`src/rtl/ext_irq_ctrl.sv`:
```
module ext_irq_ctrl #(
  parameter int NPINS = 4,
  parameter int LW = 4,
  parameter int VW = 8,
  localparam int DW = NPINS * LW
) (
  input  logic             clk,
  input  logic             rst_n,
  input  logic [NPINS-1:0] irq_pin,
  input  logic             cfg_we,
  input  logic [1:0]       cfg_addr,
  input  logic [DW-1:0]    cfg_wdata,
  input  logic [LW-1:0]    cpu_mask,
  output logic             irq_req,
  output logic [LW-1:0]    irq_level,
  input  logic             cpu_ack,
  output logic             vec_fetch,
  output logic [LW-1:0]    acc_level,
  input  logic [VW-1:0]    vec_data,
  output logic             vec_valid,
  output logic [VW-1:0]    vec_num,
  output logic [LW-1:0]    new_mask
);
  localparam int PIW = (NPINS > 1) ? $clog2(NPINS) : 1;

  typedef enum logic [1:0] {IDLE, FETCH, DONE} st_t;

  st_t                st;
  logic               pin_en, xvec_en;
  logic [2*NPINS-1:0] sense;
  logic [DW-1:0]      prio;
  logic [NPINS-1:0]   sy1, sy2, sy3, hold, hit, pend, elig, clr;
  logic [LW-1:0]      lvl, best_lvl;
  logic [PIW-1:0]     best_pin;
  logic               best_ok, take;

  always_ff @(posedge clk or negedge rst_n)
    if (!rst_n) begin
      pin_en  <= 1'b0;
      xvec_en <= 1'b0;
      sense   <= '0;
      prio    <= '0;
    end else if (cfg_we) begin
      case (cfg_addr)
        2'd0: begin
          pin_en  <= cfg_wdata[0];
          xvec_en <= cfg_wdata[1];
        end
        2'd1: sense <= cfg_wdata[2*NPINS-1:0];
        2'd2: prio  <= cfg_wdata;
        default: ;
      endcase
    end

  always_ff @(posedge clk or negedge rst_n)
    if (!rst_n) {sy3, sy2, sy1} <= '1;
    else        {sy3, sy2, sy1} <= {sy2, sy1, irq_pin};

  for (genvar i = 0; i < NPINS; i++) begin : g_pin
    logic [1:0] md;
    logic       rise, fall;
    assign md      = sense[2*i +: 2];
    assign rise    = sy2[i] & ~sy3[i];
    assign fall    = ~sy2[i] & sy3[i];
    assign hit[i]  = (md == 2'b01 & rise) | (md == 2'b10 & fall) | (md == 2'b11 & (rise | fall));
    assign pend[i] = (md == 2'b00) ? ~sy2[i] : hold[i];
    assign elig[i] = pend[i] && (prio[i*LW +: LW] > cpu_mask);
  end

  always_comb begin
    best_ok  = 1'b0;
    best_lvl = '0;
    best_pin = '0;
    for (int i = 0; i < NPINS; i++)
      if (elig[i] && (!best_ok || prio[i*LW +: LW] > best_lvl)) begin
        best_ok  = 1'b1;
        best_lvl = prio[i*LW +: LW];
        best_pin = PIW'(i);
      end
  end

  assign irq_req   = pin_en & best_ok & (st == IDLE);
  assign irq_level = irq_req ? best_lvl : '0;
  assign take      = irq_req & cpu_ack;

  assign clr = ((cfg_we && cfg_addr == 2'd3) ? cfg_wdata[NPINS-1:0] : '0)
             | (take ? (NPINS'(1) << best_pin) : '0);

  always_ff @(posedge clk or negedge rst_n)
    if (!rst_n) hold <= '0;
    else        hold <= (hold & ~clr) | hit;

  always_ff @(posedge clk or negedge rst_n)
    if (!rst_n) begin
      st       <= IDLE;
      lvl      <= '0;
      vec_num  <= '0;
      new_mask <= '0;
    end else begin
      case (st)
        IDLE: if (take) begin
          lvl <= best_lvl;
          st  <= FETCH;
        end
        FETCH: begin
          vec_num  <= xvec_en ? {1'b0, vec_data[VW-2:0]} : VW'(64) + VW'(lvl >> 1);
          new_mask <= lvl;
          st       <= DONE;
        end
        default: st <= IDLE;
      endcase
    end

  assign vec_fetch = (st == FETCH) & xvec_en;
  assign acc_level = vec_fetch ? lvl : '0;
  assign vec_valid = (st == DONE);
endmodule

```
`config.mk`:
```
export PLATFORM = sky130hd
export DESIGN_NAME = ext_irq_ctrl
export DESIGN_NICKNAME = d
export VERILOG_FILES = /design/src/rtl/ext_irq_ctrl.sv
export SDC_FILE = /design/constraint.sdc
export NUM_CORES = 1
export LEC_CHECK = 0
export BUFFER_PORTS_ARGS = -buffer_cell sky130_fd_sc_hd__buf_4
export CAP_MARGIN = 15
export CORE_AREA = 5 5 84 86
export DETAILED_ROUTE_END_ITERATION = 8
export DIE_AREA = 0 0 89 91
export MAX_ROUTING_LAYER = met4
export PLACE_DENSITY = 0.86
export SLEW_MARGIN = 10
export SYNTH_ARGS = -nofsm -noshare
export SYNTH_HDL_FRONTEND = slang
export SYNTH_SLANG_ARGS = --single-unit
```
`constraint.sdc`:
```
create_clock -name clk -period 9 [get_ports clk]
set_clock_uncertainty 0.2 [all_clocks]
set_input_delay 1.35 -clock clk [delete_from_list [all_inputs] [get_ports clk]]
set_output_delay 1.35 -clock clk [all_outputs]
set_load 0.02 [all_outputs]
```
* Yosys cells after proc, flatten, opt, wreduce, memory -nomap -nowiden *
Index checks and enable logic that the tools add are counted.
Widths: inputs -> output; s select.

word-level totals
  register bits = 60
  bits of input ports = 38
  output and inout bits = 23
  word-level logic and storage cells = 133

operators by class
  $add $sub $neg = 1
  $lt $le $gt $ge = 7
  equal/unequal tests = 18
  shifts and indexed selects = 1
  muxes and demuxes = 22
  bitwise operators = 48
  reductions and logical operators = 24

operators by type and width
  kind                 count
  $mux 4               8
  $gt 4x4->1           7
  $and 1x1->1          24
  $eq 2x2->1 const B   11
  $eq 2x1->1 const B   6
  $logic_not 2->1      6
  $or 1x1->1           12
  $mux 1               9
  $add 7x3->8 const A  1
  $logic_and 1x1->1    8
  $mux 8               1
  $not 1->1            8
  $or 4x4->4           2
  $reduce_and 2->1     4
  $mux 2               3
  $and 4x4->4          1
  $not 4->4            1
  $pmux 2 s2           1
  $shl 1x2->4 const A  1
  $logic_not 1->1      3
  $logic_or 1x1->1     3
  $ne 2x2->1 const B   1

* Longest topological paths before layout *
  depth in word-level cells = 24
  mapped depth = 27
  depth with buffers taken out = 26

* Least setup slack after synthesis *
Ideal clock, no wire load.

  kind = input to output
  start = in cpu_mask[1]
  end = out irq_level[0]
  data arrival time = 6.117 ns
  path slack = 1.333 ns
  cell stages on the path = 25
  cell sequence = inv_1 -> ha_1 -> nor2b_2 -> o211ai_2 -> a211oi_4 -> nand2_1 -> ha_1 -> nor2b_1 -> o21ai_0 -> a21o_1 -> a21oi_1 -> a22oi_1 -> ha_1 -> nor2b_1 -> o21ai_0 -> a21oi_1 -> o21a_2 -> mux2_2 -> ha_1 -> a21oi_1 -> o21ai_0 -> a32o_1 -> clkbuf_1 -> nand2b_1 -> o22ai_1

between the ends
  longest elaborated chain between the ends = 18
  elaborated cells on any way between the ends = 31
  those cells by class = order compare (7); mux (9); bitwise (2); reduce/logical (13)

ends and longest elaborated chain
  item                                           line  source
  from (decl)                                    13    input logic [LW-1:0] cpu_mask,
  $gt 4x4->1                                     67    assign elig[i] = pend[i] && (prio[i*LW +: LW] > cpu_mask);
  $logic_and 1x1->1                              67
  $mux 4 or $mux 1 (tied branches)               75    if (elig[i] && (!best_ok || prio[i*LW +: LW] > best_lvl)) begin
  $gt 4x4->1 or $logic_not 1->1 (tied branches)  75
  $logic_or 1x1->1                               75
  $logic_and 1x1->1                              75
  $mux 4 or $mux 1 (tied branches)               75
  $gt 4x4->1 or $logic_not 1->1 (tied branches)  75
  $logic_or 1x1->1                               75
  $logic_and 1x1->1                              75
  $mux 4 or $mux 1 (tied branches)               75
  $gt 4x4->1 or $logic_not 1->1 (tied branches)  75
  $logic_or 1x1->1                               75
  $logic_and 1x1->1                              75
  $mux 1                                         75
  $and 1x1->1 (2 in series)                      82    assign irq_req = pin_en & best_ok & (st == IDLE);
  $mux 4 *                                       83    assign irq_level = irq_req ? best_lvl : '0;
  to (decl)                                      15    output logic [LW-1:0] irq_level,

Every way passes the cells marked *; elsewhere a longest branch is shown, timed or not.

* Final worst setup path *
  start = in cpu_mask[1]
  end = out irq_level[2]

Same word-level chain as after synthesis.

==> impl_summary.md <==
Place
In this run the cell area measured after placement is 0.00385 mm^2. The sum of net half-perimeters after detailed placement is around 5700 um. The routability congestion estimate is ~0.85. The count of input and output buffers is 58.

Worst setup path
Across all register-to-register paths, the minimum setup slack is 2.68 ns. The number of cells on the worst reg-to-reg path is 23. The worst setup path is captured at a primary output.

The type of the setup path with the least slack is input port to primary output. The data required time at the worst endpoint is 7.45 ns. Data arrives at the worst endpoint at 7.00 ns.

The launch instance of the worst register-to-register path is prio[1]$_DFFE_PN0P_. Along the worst path, the maximum fanout reaches 11. The kind of launch point of the worst setup path is an input port. In this run the critical register-to-register path is captured at hold[0]$_DFF_PN0_.

Run status
The run finished with clean final reports.

STA
The normalized max-slew margin is 0.389. The total negative setup slack is 0 ns. Setup repair after global routing left no endpoint under its margin. The number of pins exceeding their max-slew limit in the final report is 0.

The portion of the clock cycle consumed by the worst path in the final layout is 0.950. The post-route minimum period is roughly 8.5 ns. The highest clock rate is 117 MHz.

The final hold violation count is 0. The count of final setup violators is 0. At the pin with the least slew margin, the transition time is 0.914 ns.

Job
Across the run, the number of max-cap violations was 0.

Global route
Entering global routing, the biggest net connects 60 pins. The global route total overflow is 0. Across every metal layer, demand over resource in global routing totals 0.203. The via count of the first global-routing pass is 2685. The first global-routing pass estimated 12400 um of wire. The number of antenna violations at the first check in global routing is 0.

Power and ir drop
The maximum VDD drop is 154 uV. In this run the power density over the cells is ~270 mW/mm^2. In this run the static leakage power is 1.96 nW.

Routing
The first detailed-routing pass ran for 5 iterations. The detailed router placed 2576 vias in this run. The average wire per standard cell is 16.2 um.

The total length of routed wires is 7440 um. After the first detailed-routing iteration, the DRC count stood at 155. The DRC violation count after routing is 0. The average vias per placed instance is 5.60. The final antenna-violating net count is 0.

Die
The die area is 0.00810 mm^2. The width of the die is just under 90 um. The vertical extent of the die is 91 um.

The placement row count is 29. The boundary pin count is between 60 and 70. The starting utilization of the core area is 0.538. The core region is a little over 0.006 mm^2.

CTS
The latest clock arrival within the worst-skew pair is between 0.3 and 0.4 ns. The cell chosen for the clock root is sky130_fd_sc_hd__clkbuf_8. The clock net in this run drives a total of just under 60 sinks. The deepest clock path buffer count is 2. The post-cts hold buffer count is 0. The post-CTS clock slew at the launch and capture registers of the worst setup and hold paths is 0.06 ns. In this run the number of H-tree levels came out at 3. Post-CTS repair changed the size of 0 cells.

After clock tree synthesis, the setup repair step added 0 buffers. In this run, CTS created clock tree buffers numbering 9. The TritonCTS clock tree is yes.

Cells and area
The end-of-flow core utilization is 0.656. The finished cells cover roughly 0.0041 mm^2. In the final layout, the share of cells above drive strength 1 is 0.332. Compared with the post-synthesis result, the final layout area differs by 21.9%.

After the last flow step, the layout net total stands at between 400 and 500. 0 antenna diodes ended up in the layout.

Hold path
The cell count of the worst hold path is 0. The path with the worst hold slack has its endpoint at sy2[0]$_DFF_PN1_. The path type of the worst min-delay path is register to register. The worst hold path begins at sy1[0]$_DFF_PN1_.

Yosys
Ranked by total cell area, the synthesized netlist is headed by sky130_fd_sc_hd__dfrtp_1 35%, sky130_fd_sc_hd__ha_1 13%, sky130_fd_sc_hd__mux2_2 9.8%, sky130_fd_sc_hd__dfstp_2 9.4%, sky130_fd_sc_hd__nand2_1 4.2%. The share of synthesized area in the top cell type comes to 0.352. The largest area contributor in the synthesized netlist is sky130_fd_sc_hd__dfrtp_1. The gate count after technology mapping is 315. The average instance in the mapped netlist occupies 10.6 um^2. In this run, synthesis inferred 0 flip-flops with an integrated enable. Counting flops with an async set or reset pin after synthesis yields a share of 1.00. The number of nets produced by synthesis is 389. Counting flops and latches in the post-synthesis netlist gives roughly 60. Of the synthesized area, sequential elements account for 0.446. The number of different library cells used by synthesis comes to 47. During synthesis, Yosys emitted a total of 0 warnings. The cell area after synthesis is 0.00334 mm^2.

Among all flip-flop cells after synthesis, the most frequent one is sky130_fd_sc_hd__dfrtp_1.
==> registers in the layout, summed over array words and instances (netlist names) <==
name / flops
st: 2
sy2: 4
sy3: 4
xvec_en: 1
lvl: 4
sy1: 4
vec_num: 7
hold: 4
pin_en: 1
new_mask: 4
sense: 8
prio: 16
==> worst max-delay path by stage <==
stage	startpoint	endpoint	slack (ns)	cells past startpoint
floorplan	cpu_mask[1]	irq_level[0]	1.33	25
global placement	cpu_mask[1]	irq_level[3]	0.85	26
detailed placement	cpu_mask[1]	irq_level[2]	0.63	26
CTS	cpu_mask[1]	irq_level[2]	0.54	26
global route	cpu_mask[3]	irq_level[0]	0.20	26
finish	cpu_mask[1]	irq_level[2]	0.45	26
==> metal layers <==
layer  up-vias  part of all wire  global-route usage
li1       1254                 -                   -
met1      1236              0.41               0.235
met2        77              0.51               0.337
met3         9             0.070              0.0489
met4         0             0.011              0.0806
met5         -                 0                   -
==> report_power, final <==
| group | switching [mW] | leakage, nW | internal, mW |
|---|---|---|---|
| sequential | 0.0532 | 0.691 | 0.329 |
| combinational | 0.241 | 1.16 | 0.192 |
| clock | 0.107 | 0.108 | 0.163 |
==> synthesized netlist by cell type, drive strengths merged, types with 8 or more instances <==
cell,n
nor2,9
nand3,8
nor2b,8
mux2,29
inv,25
a21oi,17
nand2,37
ha,36
o21ai,18
o211ai,8
dfrtp,47
dfstp,12
==> logic make-up (layout without fill, tap and decap cells) <==
group	Yosys count	count (layout)	synth area share
and+or+nand+nor	87	87	0.136
AOI/OAI and AO/OA	67	67	0.133
DFF	59	59	0.446
adders and majority gates	36	36	0.135
muxes	34	34	0.113
buffers and inverters	31	99	0.0360
other	1	1	0.00112
==> critical path, stage by stage <==
cell and delay, ns:
sky130_fd_sc_hd__buf_4 0.07, sky130_fd_sc_hd__inv_1 0.10, sky130_fd_sc_hd__ha_1 0.32, sky130_fd_sc_hd__nor2b_2 0.16, sky130_fd_sc_hd__o211ai_2 0.10, sky130_fd_sc_hd__a211oi_4 0.46, sky130_fd_sc_hd__and2_2 0.22, sky130_fd_sc_hd__ha_1 0.22
sky130_fd_sc_hd__nand4_1 0.10, sky130_fd_sc_hd__o21ai_0 0.10, sky130_fd_sc_hd__a21o_1 0.18, sky130_fd_sc_hd__a21oi_1 0.38, sky130_fd_sc_hd__a22oi_1 0.21, sky130_fd_sc_hd__ha_1 0.34, sky130_fd_sc_hd__nor2b_1 0.14, sky130_fd_sc_hd__o21ai_0 0.10
sky130_fd_sc_hd__a21oi_1 0.17, sky130_fd_sc_hd__o21a_2 0.26, sky130_fd_sc_hd__mux2_2 0.40, sky130_fd_sc_hd__ha_1 0.30, sky130_fd_sc_hd__a21oi_1 0.16, sky130_fd_sc_hd__o21ai_0 0.11, sky130_fd_sc_hd__a32o_1 0.38, sky130_fd_sc_hd__nand2b_1 0.24
sky130_fd_sc_hd__o22ai_1 0.21, sky130_fd_sc_hd__buf_4 0.18
==> area by class of cell <==
type	count	area [um^2]
Fill cell	503	2130
Multi-Input combinational cell	225	1730
Sequential cell	59	1490
Timing Repair Buffer	58	435
Clock buffer	10	138
Tap cell	77	96.3
Inverter	25	93.8
Clock inverter	6	88.8
==> placed cells by master (no fill, tap or decap), types with 2 or more instances in the layout <==
master,count
sky130_fd_sc_hd__nand3_1,8
sky130_fd_sc_hd__and3_1,5
sky130_fd_sc_hd__o21bai_1,2
sky130_fd_sc_hd__o211ai_1,7
sky130_fd_sc_hd__nor2_1,7
sky130_fd_sc_hd__bufinv_16,2
sky130_fd_sc_hd__nor2b_1,7
sky130_fd_sc_hd__clkinvlp_4,2
sky130_fd_sc_hd__dfstp_2,12
sky130_fd_sc_hd__mux2_2,29
sky130_fd_sc_hd__o311ai_1,2
sky130_fd_sc_hd__nand2_1,37
sky130_fd_sc_hd__nand2b_1,3
sky130_fd_sc_hd__a22oi_1,3
sky130_fd_sc_hd__inv_1,25
sky130_fd_sc_hd__nand4_1,6
sky130_fd_sc_hd__nand3b_1,3
sky130_fd_sc_hd__o21ai_1,2
sky130_fd_sc_hd__clkbuf_8,10
sky130_fd_sc_hd__a21oi_1,17
sky130_fd_sc_hd__ha_1,36
sky130_fd_sc_hd__o21ai_0,16
sky130_fd_sc_hd__dfrtp_1,47
sky130_fd_sc_hd__mux2i_1,5
sky130_fd_sc_hd__o22ai_1,4
sky130_fd_sc_hd__a31o_2,2
sky130_fd_sc_hd__a21o_1,3
sky130_fd_sc_hd__buf_4,58
==> metrics by stage <==
step	total power [mW]	std cells	setup WS, ns	hold slack [ns]
3_3_place_gp	0.791	444	0.852	0.146
2_1_floorplan	0.669	315	1.33	0.145
4_1_cts	1.09	460	0.538	0.156
3_5_place_dp	0.815	444	0.632	0.147
6_report	1.08	460	0.454	0.156
5_1_grt	1.16	460	0.203	0.162
Power figures use the tool's default switching activity.
